--- config.mk ---
export PLATFORM = sky130hd
export DESIGN_NAME = vec_irq_ctrl
export DESIGN_NICKNAME = d
export VERILOG_FILES = /design/src/rtl/ivc_pkg.sv /design/src/rtl/ivc_regs.sv /design/src/rtl/ivc_arbiter.sv /design/src/rtl/vec_irq_ctrl.sv
export SDC_FILE = /design/constraint.sdc
export NUM_CORES = 2
export LEC_CHECK = 0
export BUFFER_PORTS_ARGS = -buffer_cell sky130_fd_sc_hd__buf_4
export CORE_MARGIN = 3
export CORE_UTILIZATION = 35
export DETAILED_ROUTE_END_ITERATION = 7
export GPL_ROUTABILITY_DRIVEN = 0
export PLACE_DENSITY_LB_ADDON = 0.1
export SETUP_SLACK_MARGIN = 0.1
export SLEW_MARGIN = 25
export SYNTH_ARGS = -nofsm -noshare
export SYNTH_HDL_FRONTEND = slang
export SYNTH_SLANG_ARGS = --single-unit
export TNS_END_PERCENT = 5
--- constraint.sdc ---
create_clock -name clk -period 31.3 [get_ports clk]
set_input_delay 3.13 -clock clk [delete_from_list [all_inputs] [get_ports clk]]
set_output_delay 3.13 -clock clk [all_outputs]
set_load 0.01 [all_outputs]
--- src/rtl/ivc_pkg.sv ---
package ivc_pkg;

    localparam int NUM_SRC        = 64;
    localparam int WORD_W         = 32;
    localparam int HALF_SRC       = NUM_SRC / 2;
    localparam int PRIO_W         = 4;
    localparam int NMASK_W        = PRIO_W + 1;
    localparam int ADDR_W         = 8;
    localparam int IDX_W          = $clog2(NUM_SRC);
    localparam int FIELDS_PER_REG = WORD_W / PRIO_W;
    localparam int PRIO_REGS      = NUM_SRC / FIELDS_PER_REG;
    localparam int NUM_PATHS      = 2;
    localparam int PATH_NORMAL    = 0;
    localparam int PATH_FAST      = 1;

    localparam logic [ADDR_W-1:0] OFF_CTRL     = 8'h00;
    localparam logic [ADDR_W-1:0] OFF_NMASK    = 8'h04;
    localparam logic [ADDR_W-1:0] OFF_EN_NUM   = 8'h08;
    localparam logic [ADDR_W-1:0] OFF_DIS_NUM  = 8'h0C;
    localparam logic [ADDR_W-1:0] OFF_EN_H     = 8'h10;
    localparam logic [ADDR_W-1:0] OFF_EN_L     = 8'h14;
    localparam logic [ADDR_W-1:0] OFF_TYP_H    = 8'h18;
    localparam logic [ADDR_W-1:0] OFF_TYP_L    = 8'h1C;
    localparam logic [ADDR_W-1:0] OFF_PRIO_LO  = 8'h20;
    localparam logic [ADDR_W-1:0] OFF_NVEC     = 8'h40;
    localparam logic [ADDR_W-1:0] OFF_FVEC     = 8'h44;
    localparam logic [ADDR_W-1:0] OFF_RAW_H    = 8'h48;
    localparam logic [ADDR_W-1:0] OFF_RAW_L    = 8'h4C;
    localparam logic [ADDR_W-1:0] OFF_FRC_H    = 8'h50;
    localparam logic [ADDR_W-1:0] OFF_FRC_L    = 8'h54;
    localparam logic [ADDR_W-1:0] OFF_NPND_H   = 8'h58;
    localparam logic [ADDR_W-1:0] OFF_NPND_L   = 8'h5C;
    localparam logic [ADDR_W-1:0] OFF_FPND_H   = 8'h60;
    localparam logic [ADDR_W-1:0] OFF_FPND_L   = 8'h64;
    localparam logic [ADDR_W-1:0] OFF_WAKE_L   = 8'h68;
    localparam logic [ADDR_W-1:0] OFF_WAKE_H   = 8'h6C;

    // Programmable configuration held by the register file.
    typedef struct packed {
        logic [WORD_W-1:0]          ctrl;
        logic [NMASK_W-1:0]         nmask;
        logic [NUM_SRC-1:0]         en;
        logic [NUM_SRC-1:0]         typ;
        logic [NUM_SRC-1:0]         frc;
        logic [NUM_SRC-1:0]         wake;
        logic [NUM_SRC*PRIO_W-1:0]  prio;
    } cfg_t;

    // Registered outputs of the top level.
    typedef struct packed {
        logic [WORD_W-1:0] rdata;
        logic              nirq;
        logic              firq;
    } out_t;

    // Priority register k lives at the lowest address when k is largest.
    function automatic logic [ADDR_W-1:0] prio_addr(input int k);
        return OFF_PRIO_LO + ADDR_W'(4 * (PRIO_REGS - 1 - k));
    endfunction

    // Vector word: number in the upper half, priority in the low bits.
    function automatic logic [WORD_W-1:0] pack_vec(input logic              v,
                                                   input logic [IDX_W-1:0]  ix,
                                                   input logic [PRIO_W-1:0] pr);
        logic [WORD_W-1:0] w;
        w = '0;
        if (!v) begin
            w[WORD_W-1:WORD_W/2] = '1;
        end else begin
            w[WORD_W/2 +: IDX_W] = ix;
            w[PRIO_W-1:0]        = pr;
        end
        return w;
    endfunction

endpackage

--- src/rtl/ivc_regs.sv ---
module ivc_regs
    import ivc_pkg::*;
(
    input  logic              clk,
    input  logic              rst_n,
    input  logic              wr_en,
    input  logic [ADDR_W-1:0] addr,
    input  logic [WORD_W-1:0] wdata,
    output cfg_t              cfg_o
);

    cfg_t cfg_d, cfg_q;

    always_comb begin
        cfg_d = cfg_q;
        if (wr_en) begin
            case (addr)
                OFF_CTRL:    cfg_d.ctrl                       = wdata;
                OFF_NMASK:   cfg_d.nmask                      = wdata[NMASK_W-1:0];
                OFF_EN_NUM:  cfg_d.en[wdata[IDX_W-1:0]]       = 1'b1;
                OFF_DIS_NUM: cfg_d.en[wdata[IDX_W-1:0]]       = 1'b0;
                OFF_EN_H:    cfg_d.en[NUM_SRC-1:HALF_SRC]     = wdata;
                OFF_EN_L:    cfg_d.en[HALF_SRC-1:0]           = wdata;
                OFF_TYP_H:   cfg_d.typ[NUM_SRC-1:HALF_SRC]    = wdata;
                OFF_TYP_L:   cfg_d.typ[HALF_SRC-1:0]          = wdata;
                OFF_FRC_H:   cfg_d.frc[NUM_SRC-1:HALF_SRC]    = wdata;
                OFF_FRC_L:   cfg_d.frc[HALF_SRC-1:0]          = wdata;
                OFF_WAKE_H:  cfg_d.wake[NUM_SRC-1:HALF_SRC]   = wdata;
                OFF_WAKE_L:  cfg_d.wake[HALF_SRC-1:0]         = wdata;
                default: ;
            endcase
            for (int k = 0; k < PRIO_REGS; k++) begin
                if (addr == prio_addr(k)) begin
                    cfg_d.prio[k*WORD_W +: WORD_W] = wdata;
                end
            end
        end
    end

    always_ff @(posedge clk or negedge rst_n) begin
        if (!rst_n) begin
            cfg_q       <= '0;
            cfg_q.nmask <= '1;
            cfg_q.wake  <= '1;
        end else begin
            cfg_q <= cfg_d;
        end
    end

    assign cfg_o = cfg_q;

    // set-by-number touches exactly the addressed enable bit
    a_r6_set_by_number: assert property (@(posedge clk) disable iff (!rst_n)
        (wr_en && addr == OFF_EN_NUM) |=>
            (cfg_q.en[$past(wdata[IDX_W-1:0])] &&
             $countones(cfg_q.en ^ $past(cfg_q.en)) <= 1));

    // clear-by-number touches exactly the addressed enable bit
    a_r6_clear_by_number: assert property (@(posedge clk) disable iff (!rst_n)
        (wr_en && addr == OFF_DIS_NUM) |=>
            (!cfg_q.en[$past(wdata[IDX_W-1:0])] &&
             $countones(cfg_q.en ^ $past(cfg_q.en)) <= 1));

    // wake words change only when written
    a_r9_wake_hold: assert property (@(posedge clk) disable iff (!rst_n)
        !(wr_en && (addr == OFF_WAKE_L || addr == OFF_WAKE_H)) |=> $stable(cfg_q.wake));

endmodule

--- src/rtl/ivc_arbiter.sv ---
module ivc_arbiter
    import ivc_pkg::*;
#(
    parameter int N   = NUM_SRC,
    parameter int PW  = PRIO_W,
    parameter int GRP = 8
) (
    input  logic [N-1:0]             pend_i,
    input  logic [N*PW-1:0]          prio_i,
    output logic                     valid_o,
    output logic [$clog2(N)-1:0]     idx_o,
    output logic [PW-1:0]            prio_o
);

    localparam int IW = $clog2(N);
    localparam int NG = N / GRP;

    logic [NG-1:0] g_valid;
    logic [IW-1:0] g_idx  [NG];
    logic [PW-1:0] g_prio [NG];

    // First level: each group scans its members upward; >= lets the
    // higher number take a tie.
    for (genvar g = 0; g < NG; g++) begin : g_group
        logic          v;
        logic [IW-1:0] ix;
        logic [PW-1:0] pr;
        always_comb begin
            v  = 1'b0;
            ix = '0;
            pr = '0;
            for (int j = 0; j < GRP; j++) begin
                if (pend_i[g*GRP+j] && prio_i[(g*GRP+j)*PW +: PW] >= pr) begin
                    v  = 1'b1;
                    ix = IW'(g*GRP + j);
                    pr = prio_i[(g*GRP+j)*PW +: PW];
                end
            end
        end
        assign g_valid[g] = v;
        assign g_idx[g]   = ix;
        assign g_prio[g]  = pr;
    end

    // Second level: groups scanned upward with the same tie rule.
    always_comb begin
        valid_o = 1'b0;
        idx_o   = '0;
        prio_o  = '0;
        for (int g = 0; g < NG; g++) begin
            if (g_valid[g] && g_prio[g] >= prio_o) begin
                valid_o = 1'b1;
                idx_o   = g_idx[g];
                prio_o  = g_prio[g];
            end
        end
    end

endmodule

--- src/rtl/vec_irq_ctrl.sv ---
module vec_irq_ctrl
    import ivc_pkg::*;
#(
    parameter int ARB_GROUP = 8
) (
    input  logic              clk,
    input  logic              rst_n,
    input  logic [7:0]        bus_addr,
    input  logic [31:0]       bus_wdata,
    input  logic              bus_wr,
    input  logic              bus_rd,
    output logic [31:0]       bus_rdata,
    input  logic [63:0]       irq_src,
    output logic              irq_normal,
    output logic              irq_fast,
    output logic [63:0]       wake_mask
);

    cfg_t               cfg;
    logic [NUM_SRC-1:0] active;
    logic [NUM_SRC-1:0] pend      [NUM_PATHS];
    logic [NUM_PATHS-1:0] win_valid;
    logic [IDX_W-1:0]   win_idx   [NUM_PATHS];
    logic [PRIO_W-1:0]  win_prio  [NUM_PATHS];
    logic [WORD_W-1:0]  vec_word  [NUM_PATHS];
    logic [WORD_W-1:0]  rd_word;
    out_t               st_d, st_q;

    ivc_regs u_regs (
        .clk   (clk),
        .rst_n (rst_n),
        .wr_en (bus_wr),
        .addr  (bus_addr),
        .wdata (bus_wdata),
        .cfg_o (cfg)
    );

    assign active             = (irq_src | cfg.frc) & cfg.en;
    assign pend[PATH_NORMAL]  = active & ~cfg.typ;
    assign pend[PATH_FAST]    = active &  cfg.typ;

    for (genvar p = 0; p < NUM_PATHS; p++) begin : g_path
        ivc_arbiter #(
            .N   (NUM_SRC),
            .PW  (PRIO_W),
            .GRP (ARB_GROUP)
        ) u_arb (
            .pend_i  (pend[p]),
            .prio_i  (cfg.prio),
            .valid_o (win_valid[p]),
            .idx_o   (win_idx[p]),
            .prio_o  (win_prio[p])
        );
        assign vec_word[p] = pack_vec(win_valid[p], win_idx[p], win_prio[p]);
    end

    always_comb begin
        rd_word = '0;
        case (bus_addr)
            OFF_CTRL:   rd_word = cfg.ctrl;
            OFF_NMASK:  rd_word = WORD_W'(cfg.nmask);
            OFF_EN_H:   rd_word = cfg.en[NUM_SRC-1:HALF_SRC];
            OFF_EN_L:   rd_word = cfg.en[HALF_SRC-1:0];
            OFF_TYP_H:  rd_word = cfg.typ[NUM_SRC-1:HALF_SRC];
            OFF_TYP_L:  rd_word = cfg.typ[HALF_SRC-1:0];
            OFF_NVEC:   rd_word = vec_word[PATH_NORMAL];
            OFF_FVEC:   rd_word = vec_word[PATH_FAST];
            OFF_RAW_H:  rd_word = irq_src[NUM_SRC-1:HALF_SRC];
            OFF_RAW_L:  rd_word = irq_src[HALF_SRC-1:0];
            OFF_FRC_H:  rd_word = cfg.frc[NUM_SRC-1:HALF_SRC];
            OFF_FRC_L:  rd_word = cfg.frc[HALF_SRC-1:0];
            OFF_NPND_H: rd_word = pend[PATH_NORMAL][NUM_SRC-1:HALF_SRC];
            OFF_NPND_L: rd_word = pend[PATH_NORMAL][HALF_SRC-1:0];
            OFF_FPND_H: rd_word = pend[PATH_FAST][NUM_SRC-1:HALF_SRC];
            OFF_FPND_L: rd_word = pend[PATH_FAST][HALF_SRC-1:0];
            OFF_WAKE_H: rd_word = cfg.wake[NUM_SRC-1:HALF_SRC];
            OFF_WAKE_L: rd_word = cfg.wake[HALF_SRC-1:0];
            default: ;
        endcase
        for (int k = 0; k < PRIO_REGS; k++) begin
            if (bus_addr == prio_addr(k)) begin
                rd_word = cfg.prio[k*WORD_W +: WORD_W];
            end
        end
    end

    always_comb begin
        st_d = st_q;
        if (bus_rd) begin
            st_d.rdata = rd_word;
        end
        st_d.firq = win_valid[PATH_FAST];
        st_d.nirq = win_valid[PATH_NORMAL] &&
                    (cfg.nmask[NMASK_W-1] ||
                     win_prio[PATH_NORMAL] > cfg.nmask[PRIO_W-1:0]);
    end

    always_ff @(posedge clk or negedge rst_n) begin
        if (!rst_n) begin
            st_q <= '0;
        end else begin
            st_q <= st_d;
        end
    end

    assign bus_rdata  = st_q.rdata;
    assign irq_normal = st_q.nirq;
    assign irq_fast   = st_q.firq;
    assign wake_mask  = cfg.wake;

    // the normal winner is really pending on the normal path
    a_r4_normal_winner_pending: assert property (@(posedge clk) disable iff (!rst_n)
        win_valid[PATH_NORMAL] |-> pend[PATH_NORMAL][win_idx[PATH_NORMAL]]);

    // the fast winner carries a type bit of 1
    a_r3_fast_winner_typed: assert property (@(posedge clk) disable iff (!rst_n)
        win_valid[PATH_FAST] |-> cfg.typ[win_idx[PATH_FAST]]);

    // a fast request follows a cycle with a fast pending source
    a_r5_fast_needs_pending: assert property (@(posedge clk) disable iff (!rst_n)
        irq_fast |-> $past(|pend[PATH_FAST]));

    // a normal request follows a cycle with a normal winner
    a_r7_normal_needs_winner: assert property (@(posedge clk) disable iff (!rst_n)
        irq_normal |-> $past(win_valid[PATH_NORMAL]));

endmodule

* Word level (Yosys, flattened, before mapping)
Index checks and enable logic that the tools add are counted.
Word-level totals: flip-flop bits (word level) 583, input port bits 108, logic and storage cells 812, memories kept 0, RAM bits 0, bits in latches 0, output and inout bits 98, bits in read-only memories 0
Operators by class: div/mod/pow operators 0, reductions and logical operators 168, shift operators 0, $lt $le $gt $ge 139, equality and inequality tests 27, bitwise gates (word level) 8, multiply operators 0, multiplexer cells 449, add/subtract/negate cells 0
Operators by type and width (number):
- 2-to-1 mux 4 bit | 164
- one-hot mux 32 bit (18 select lines) | 1
- greater-or-equal comparator 4 bit | 126
- 2-to-1 mux 6 bit | 74
- AND 64 bit | 4
- 2-to-1 mux 32 bit | 8
- one-hot mux 32 bit (3 select lines) | 2
- 2-to-1 mux 5 bit | 36
- 2-to-1 mux 1 bit | 147
- logical AND 1 bit | 146
- inverter 64 bit | 2
- bitwise OR 64 bit | 2
- equality test 8 x 7 -> 1 bit (second input constant) | 12
- equality test 8 x 6 -> 1 bit (second input constant) | 8
- greater-or-equal comparator 4 x 1 -> 1 bit (second input constant) | 10
- AND reduction 2 bit | 18
- equality test 8 x 5 -> 1 bit (second input constant) | 4
- 2-to-1 mux 3 bit | 10
- 2-to-1 mux 10 bit | 2
- equality test 8 x 4 -> 1 bit (second input constant) | 2
- equality test 8 x 3 -> 1 bit (second input constant) | 1
- logical NOT 8 bit | 1
- 2-to-1 mux 2 bit | 4
- less-than comparator 6 x 7 -> 1 bit (second input constant) | 1
- other kinds (5) | 6

* Logic depth before layout (Yosys ltp)
depth in word-level cells 60, mapped depth 124, gate-level depth less buffers 115

* Cells and area by module
From an unflattened synthesis, not the netlist that was laid out.
Second synthesis, totals: cells, all modules 6065, area, all modules 53417.5 µm²
By module, submodules not included:
- ivc_regs | area each 22188.8 µm², times used 1, cells each 1529, sequential area each 13824.5 µm²
- ivc_arbiter (g_path[0].u_arb) | area each 10725.3 µm², times used 1, cells each 1505, sequential area each 0.0 µm²
- ivc_arbiter (g_path[1].u_arb) | area each 10616.4 µm², times used 1, cells each 1505, sequential area each 0.0 µm²
- vec_irq_ctrl | area each 9887.0 µm², times used 1, cells each 1526, sequential area each 850.8 µm²

* Worst setup path before layout
No wires, ideal clock.
path type input-to-reg, start input port irq_src[0], end register st_q, in the netlist bus_rdata[29], buffers on the path 7, library setup time 0.094 ns, arrival 26.197 ns, path slack 5.009 ns, stages 115, required time 31.206 ns, path through o21ai_1 > nor3b_1 > inv_1 > ha_1 > o21a_1 > nor2_1 > nor3_1 > mux2_2 > ha_1 > nand2b_1 > a21oi_1 > nand2b_1 > nor4_1 > o31a_1 > mux2_2 > ha_1 > nand2b_1 > a21oi_1 > (+79 left out) > clkinv_1 > a21oi_1 > ha_1 > nand2b_1 > a21o_1 > a21o_1 > a21oi_1 > a21o_1 > nor2b_1 > nand3_1 > nor3_1 > and3_1 > buf_4 > a221o_1 > or2_1 > buf_4 > o21ai_1 > a221oi_2
Between the ends: longest elaborated chain between the ends 60, elaborated cells on any way between the ends 139, classes of those cells order compare (30); mux (73); bitwise (4); reduce/logical (32)
Ends and longest elaborated chain:
- start, declared | RTL line vec_irq_ctrl.sv:13 | input logic [63:0] irq_src,
- bitwise OR 64 bit (*) | RTL line vec_irq_ctrl.sv:38 | assign active = (irq_src | cfg.frc) & cfg.en;
- AND 64 bit (*) | RTL line vec_irq_ctrl.sv:38
- AND 64 bit, on equally long branches | RTL line vec_irq_ctrl.sv:40, vec_irq_ctrl.sv:39
- logical AND 1 bit | RTL line ivc_arbiter.sv:33 | if (pend_i[g*GRP+j] && prio_i[(g*GRP+j)*PW +: PW] >= pr) begin
- 2-to-1 mux 4 bit | RTL line ivc_arbiter.sv:33
- greater-or-equal comparator 4 bit | RTL line ivc_arbiter.sv:33
- logical AND 1 bit | RTL line ivc_arbiter.sv:33
- 2-to-1 mux 4 bit | RTL line ivc_arbiter.sv:33
- (+37 left out)
- logical AND 1 bit | RTL line ivc_arbiter.sv:51 | if (g_valid[g] && g_prio[g] >= prio_o) begin
- 2-to-1 mux 4 bit | RTL line ivc_arbiter.sv:51
- greater-or-equal comparator 4 bit | RTL line ivc_arbiter.sv:51
- logical AND 1 bit | RTL line ivc_arbiter.sv:51
- 2-to-1 mux 1 bit | RTL line ivc_arbiter.sv:51
- 2-to-1 mux 10 bit | RTL line ivc_pkg.sv:67 | if (!v) begin
- one-hot mux 32 bit (18 select lines) (*) | RTL line vec_irq_ctrl.sv:59 | case (bus_addr)
- 2-to-1 mux 32 bit (*) (8 in a row) | RTL line vec_irq_ctrl.sv:81 | if (bus_addr == prio_addr(k)) begin
- end signal, assigned | RTL line vec_irq_ctrl.sv:102 | st_q <= st_d;
- end, declared | RTL line vec_irq_ctrl.sv:27 | out_t st_d, st_q;
Mark *: on every way between the ends. The rest lies on a longest branch, timed or not. A chain may end at the register's enable or synchronous reset.

* Final worst setup path
start input port irq_src[0], end register st_q, in the netlist bus_rdata[30]
The elaborated chain is that of the path after synthesis.

==> impl_metrics.prom <==
# TYPE chip_impl_metric gauge
chip_impl_metric{name="global_route.usage.met2",unit="%"} 52.1
chip_impl_metric{name="grt_use_total",unit="%"} 34.7
chip_impl_metric{name="setup_slack_at_placement",unit="ns"} 0.643
chip_impl_metric{name="first_pass_grt_wire_length",unit="mm"} 360
chip_impl_info{name="clock_tree.root_cell",value="sky130_fd_sc_hd__clkbuf_16"} 1
chip_impl_metric{name="dieArea",unit="um^2"} 147000
chip_impl_metric{name="synth-async-reset-ratio",unit="%"} 100
chip_impl_metric{name="cp.arrival",unit="ns"} 30.16
chip_impl_metric{name="finClkSkew",unit="ns"} 0.0621
chip_impl_metric{name="syn_area",unit="um^2"} 49700
chip_impl_metric{name="power_frac_comb",unit="%"} 11.7
chip_impl_info{name="rsz0062_at_grt",value="no"} 1
chip_impl_metric{name="min_period",unit="ns"} 29.58
chip_impl_info{name="tritoncts_clock_tree",value="yes"} 1
chip_impl_info{name="min_path_type",value="register to register"} 1
chip_impl_info{name="run_status",value="completed"} 1
chip_impl_info{name="yosys.cell_count.top_type",value="sky130_fd_sc_hd__mux2_2"} 1
chip_impl_metric{name="worst_hold_margin",unit="ns"} 0.504
chip_impl_metric{name="synthesis.yosys.warnings",unit=""} 0
chip_impl_metric{name="peakVddDrop",unit="mV"} 0.0344
chip_impl_metric{name="totalPowerFinal",unit="mW"} 2.03
chip_impl_info{name="path_class",value="primary input to register"} 1
chip_impl_info{name="critPathLaunchType",value="primary input"} 1
chip_impl_metric{name="slew_headroom",unit="%"} 17.7
chip_impl_metric{name="hold_violations",unit=""} 0
chip_impl_info{name="synth_cell_count_leaders",value="sky130_fd_sc_hd__mux2_2, sky130_fd_sc_hd__dfrtp_1, sky130_fd_sc_hd__ha_1, sky130_fd_sc_hd__o21ai_0, sky130_fd_sc_hd__nor2_1"} 1
chip_impl_metric{name="clock_tree.buffer_depth",unit=""} 3
chip_impl_info{name="timing.critical_path.slowest_stage_cell",value="sky130_fd_sc_hd__nor3_1"} 1
chip_impl_metric{name="num_vias",unit=""} 47700
chip_impl_metric{name="initial_utilization",unit="%"} 35.5
chip_impl_info{name="critical_path.endpoint_type",value="register"} 1
chip_impl_info{name="ys_dominant_reg_cell",value="sky130_fd_sc_hd__dfrtp_1"} 1
chip_impl_metric{name="p_int",unit="mW"} 1.41
chip_impl_metric{name="avgRoutedWirePerCell",unit="um"} 34.8
chip_impl_metric{name="number_of_distinct_library_cells_after_synthesis",unit=""} 117
chip_impl_metric{name="cell_count_after_synthesis",unit=""} 5460
chip_impl_metric{name="finalWorstSetupSlack",unit="ns"} 1.72
chip_impl_metric{name="grt_pass1_vias",unit=""} 45000
chip_impl_metric{name="clkTransAtPathRegs",unit="ns"} 0.06
chip_impl_metric{name="synth_fp_nets",unit=""} 6052
chip_impl_metric{name="layout_nets",unit=""} 6156
chip_impl_metric{name="cellPowerDensity",unit="nW/um^2"} 36.1
chip_impl_metric{name="maxSlewViolCount",unit=""} 0
chip_impl_metric{name="detailed_place_hpwl",unit="mm"} 200
chip_impl_info{name="top_usage_layer",value="met2"} 1
chip_impl_metric{name="grt_max_degree",unit=""} 139
chip_impl_metric{name="vias_per_cell",unit=""} 6.35
chip_impl_info{name="netlist.top_cell.by_area",value="sky130_fd_sc_hd__dfrtp_1"} 1
chip_impl_metric{name="fin_crit_sh",unit="%"} 94.5
chip_impl_metric{name="antenna_found_initial",unit=""} 40
chip_impl_metric{name="max_cap_viol_count",unit=""} 0
chip_impl_metric{name="groute.layer.met3.usage",unit="%"} 7.64
chip_impl_metric{name="postCtsSetupRepairBufs",unit=""} 0
chip_impl_metric{name="clkPwrFrac",unit="%"} 46.1
chip_impl_metric{name="die_width",unit="um"} 383
chip_impl_metric{name="crit_fanout",unit=""} 14
chip_impl_metric{name="floorplan.core_area",unit="um^2"} 140000
chip_impl_metric{name="power.leakage",unit="nW"} 24.3
chip_impl_metric{name="detail_route.iter0.violations",unit=""} 6006
chip_impl_metric{name="switching_power",unit="mW"} 0.619
chip_impl_metric{name="fmax",unit="MHz"} 33.8
chip_impl_metric{name="regToRegSetupSlack",unit="ns"} 3.69
chip_impl_metric{name="postLayoutCoreUtil",unit="%"} 40.1
chip_impl_metric{name="drt_first_pass_iters",unit=""} 8
chip_impl_metric{name="switching_share",unit="%"} 30.5
chip_impl_metric{name="synth_seq_cells",unit=""} 583
chip_impl_metric{name="synth-seq-area-share",unit="%"} 29.5
chip_impl_metric{name="totalWireLength",unit="mm"} 261
chip_impl_metric{name="required",unit="ns"} 31.89
chip_impl_metric{name="cts_sinks",unit=""} 583
chip_impl_metric{name="level_count_of_the_clock_h_tree",unit=""} 3
chip_impl_metric{name="power.sequential.fraction",unit="%"} 42.2
chip_impl_metric{name="setup_viol",unit=""} 0
chip_impl_metric{name="synth_top_area_share",unit="%"} 25.9
chip_impl_metric{name="residual_drc_count",unit=""} 0
chip_impl_metric{name="area_delta_synth_final",unit="%"} 13.1
chip_impl_metric{name="cpPeakStageDelay",unit="ns"} 0.54
chip_impl_metric{name="grt.overflow.total",unit=""} 0
chip_impl_metric{name="top_level_ports",unit=""} 206
chip_impl_info{name="post_synth_main_area_contributors",value="sky130_fd_sc_hd__dfrtp_1, sky130_fd_sc_hd__mux2_2, sky130_fd_sc_hd__ha_1"} 1
chip_impl_metric{name="groute.layer.met1.usage",unit="%"} 46.3
chip_impl_metric{name="share_of_cells_above_drive_strength_1",unit="%"} 23.6
chip_impl_metric{name="die_height",unit="um"} 383
chip_impl_metric{name="antenna_left",unit=""} 0
chip_impl_metric{name="clkLatencyLatePin",unit="ns"} 0.74
chip_impl_metric{name="floorplan.rows",unit=""} 137
chip_impl_metric{name="numCtsBuffers",unit=""} 78
chip_impl_metric{name="port_buffers",unit=""} 205
chip_impl_metric{name="syn-mean-instance-area",unit="um^2"} 9.11
chip_impl_metric{name="fin_tns_setup",unit="ns"} 0
chip_impl_metric{name="worst_pin_slew",unit="ns"} 1.22
chip_impl_metric{name="number_of_synthesized_flops_with_an_enable_pin",unit=""} 0
[power groups by stage]
stage                     Sequential, mW  Clock (mW)  Combinational (mW)
final                              0.856       0.935               0.238
after detailed placement           0.867           0               0.232
after CTS                          0.854       0.948               0.233
after global placement             0.866           0               0.229
after global routing               0.857       0.974               0.258
after floorplan                    0.832           0               0.130
[critical path, delay by kind of cell]
kind | cells | cell delay [ns]
compound gates | 44 | 10.64
fa+ha+maj | 16 | 4.50
buf+inv | 6 | 0.79
mux | 9 | 3.42
simple gates | 36 | 7.63
[state kept, by name, summed over array words and instances (netlist names)]
name / flops
u_regs.cfg_o: 549
irq_fast: 1
irq_normal: 1
bus_rdata: 32
[layout make-up]
type	count	area (um^2)
Fill cell	14200	84000
Multi-Input combinational cell	4236	32700
Sequential cell	583	14700
Timing Repair Buffer	355	2690
Tap cell	1876	2350
Clock buffer	103	2170
Inverter	310	1160
Clock inverter	41	447
Antenna cell	14	35.0
[layer usage]
layer	vias to the layer above	wire [um]
met1	23800	108000
met4	8	16100
met5	-	60
met3	608	25800
li1	20600	-
met2	2668	112000
[layout by cell type (no fill, tap or decap), drive strengths merged, types with 33 or more instances in the layout]
cell type	count
buf	354
a21o	164
nor3	100
o211ai	55
nand2b	140
a31oi	51
a21oi	345
ha	484
nand3	62
mux2i	113
clkbuf	104
a2111oi	41
nor3b	43
nand4	40
nor4	35
a22oi	196
nand2	296
dfrtp	514
mux2	612
o21a	53
inv	314
or2	33
and2	72
a221oi	65
dfstp	69
o22ai	35
nor2	387
o21ai	414
[stage by stage]
stage,cells,cell area [um^2]
CTS,7503,56100
global route,7504,56200
global placement,7359,53400
finish,7518,56200
floorplan,5460,49700
detailed placement,7359,53400
[worst paths after layout]
| path | from | end | depth (start not counted) |
|---|---|---|---|
| worst max-delay path | irq_src[0] | bus_rdata[30] | 111 |
| worst min-delay path | u_regs.cfg_o[529] | u_regs.cfg_o[529] | 1 |
| worst max register to register | u_regs.cfg_o[448] | bus_rdata[30] | 110 |
| worst min register to register | u_regs.cfg_o[529] | u_regs.cfg_o[529] | 1 |
| max in group asynchronous | rst_n | u_regs.cfg_o[501] | 4 |
| min in group asynchronous | rst_n | u_regs.cfg_o[169] | 1 |
[timing repair]
action,4_1_cts,5_1_grt
endpoints found under the setup margin,0,18
hold buffers,0,0
resized for setup,0,8
[logic make-up after synthesis]
group / share of synthesized area, %
fa+ha+maj: 12.3
simple gates: 13.2
mux: 16.2
buf+inv: 5.42
compound gates: 23.3
flops: 29.5
Note: power is estimated with default switching activity, not from simulation.
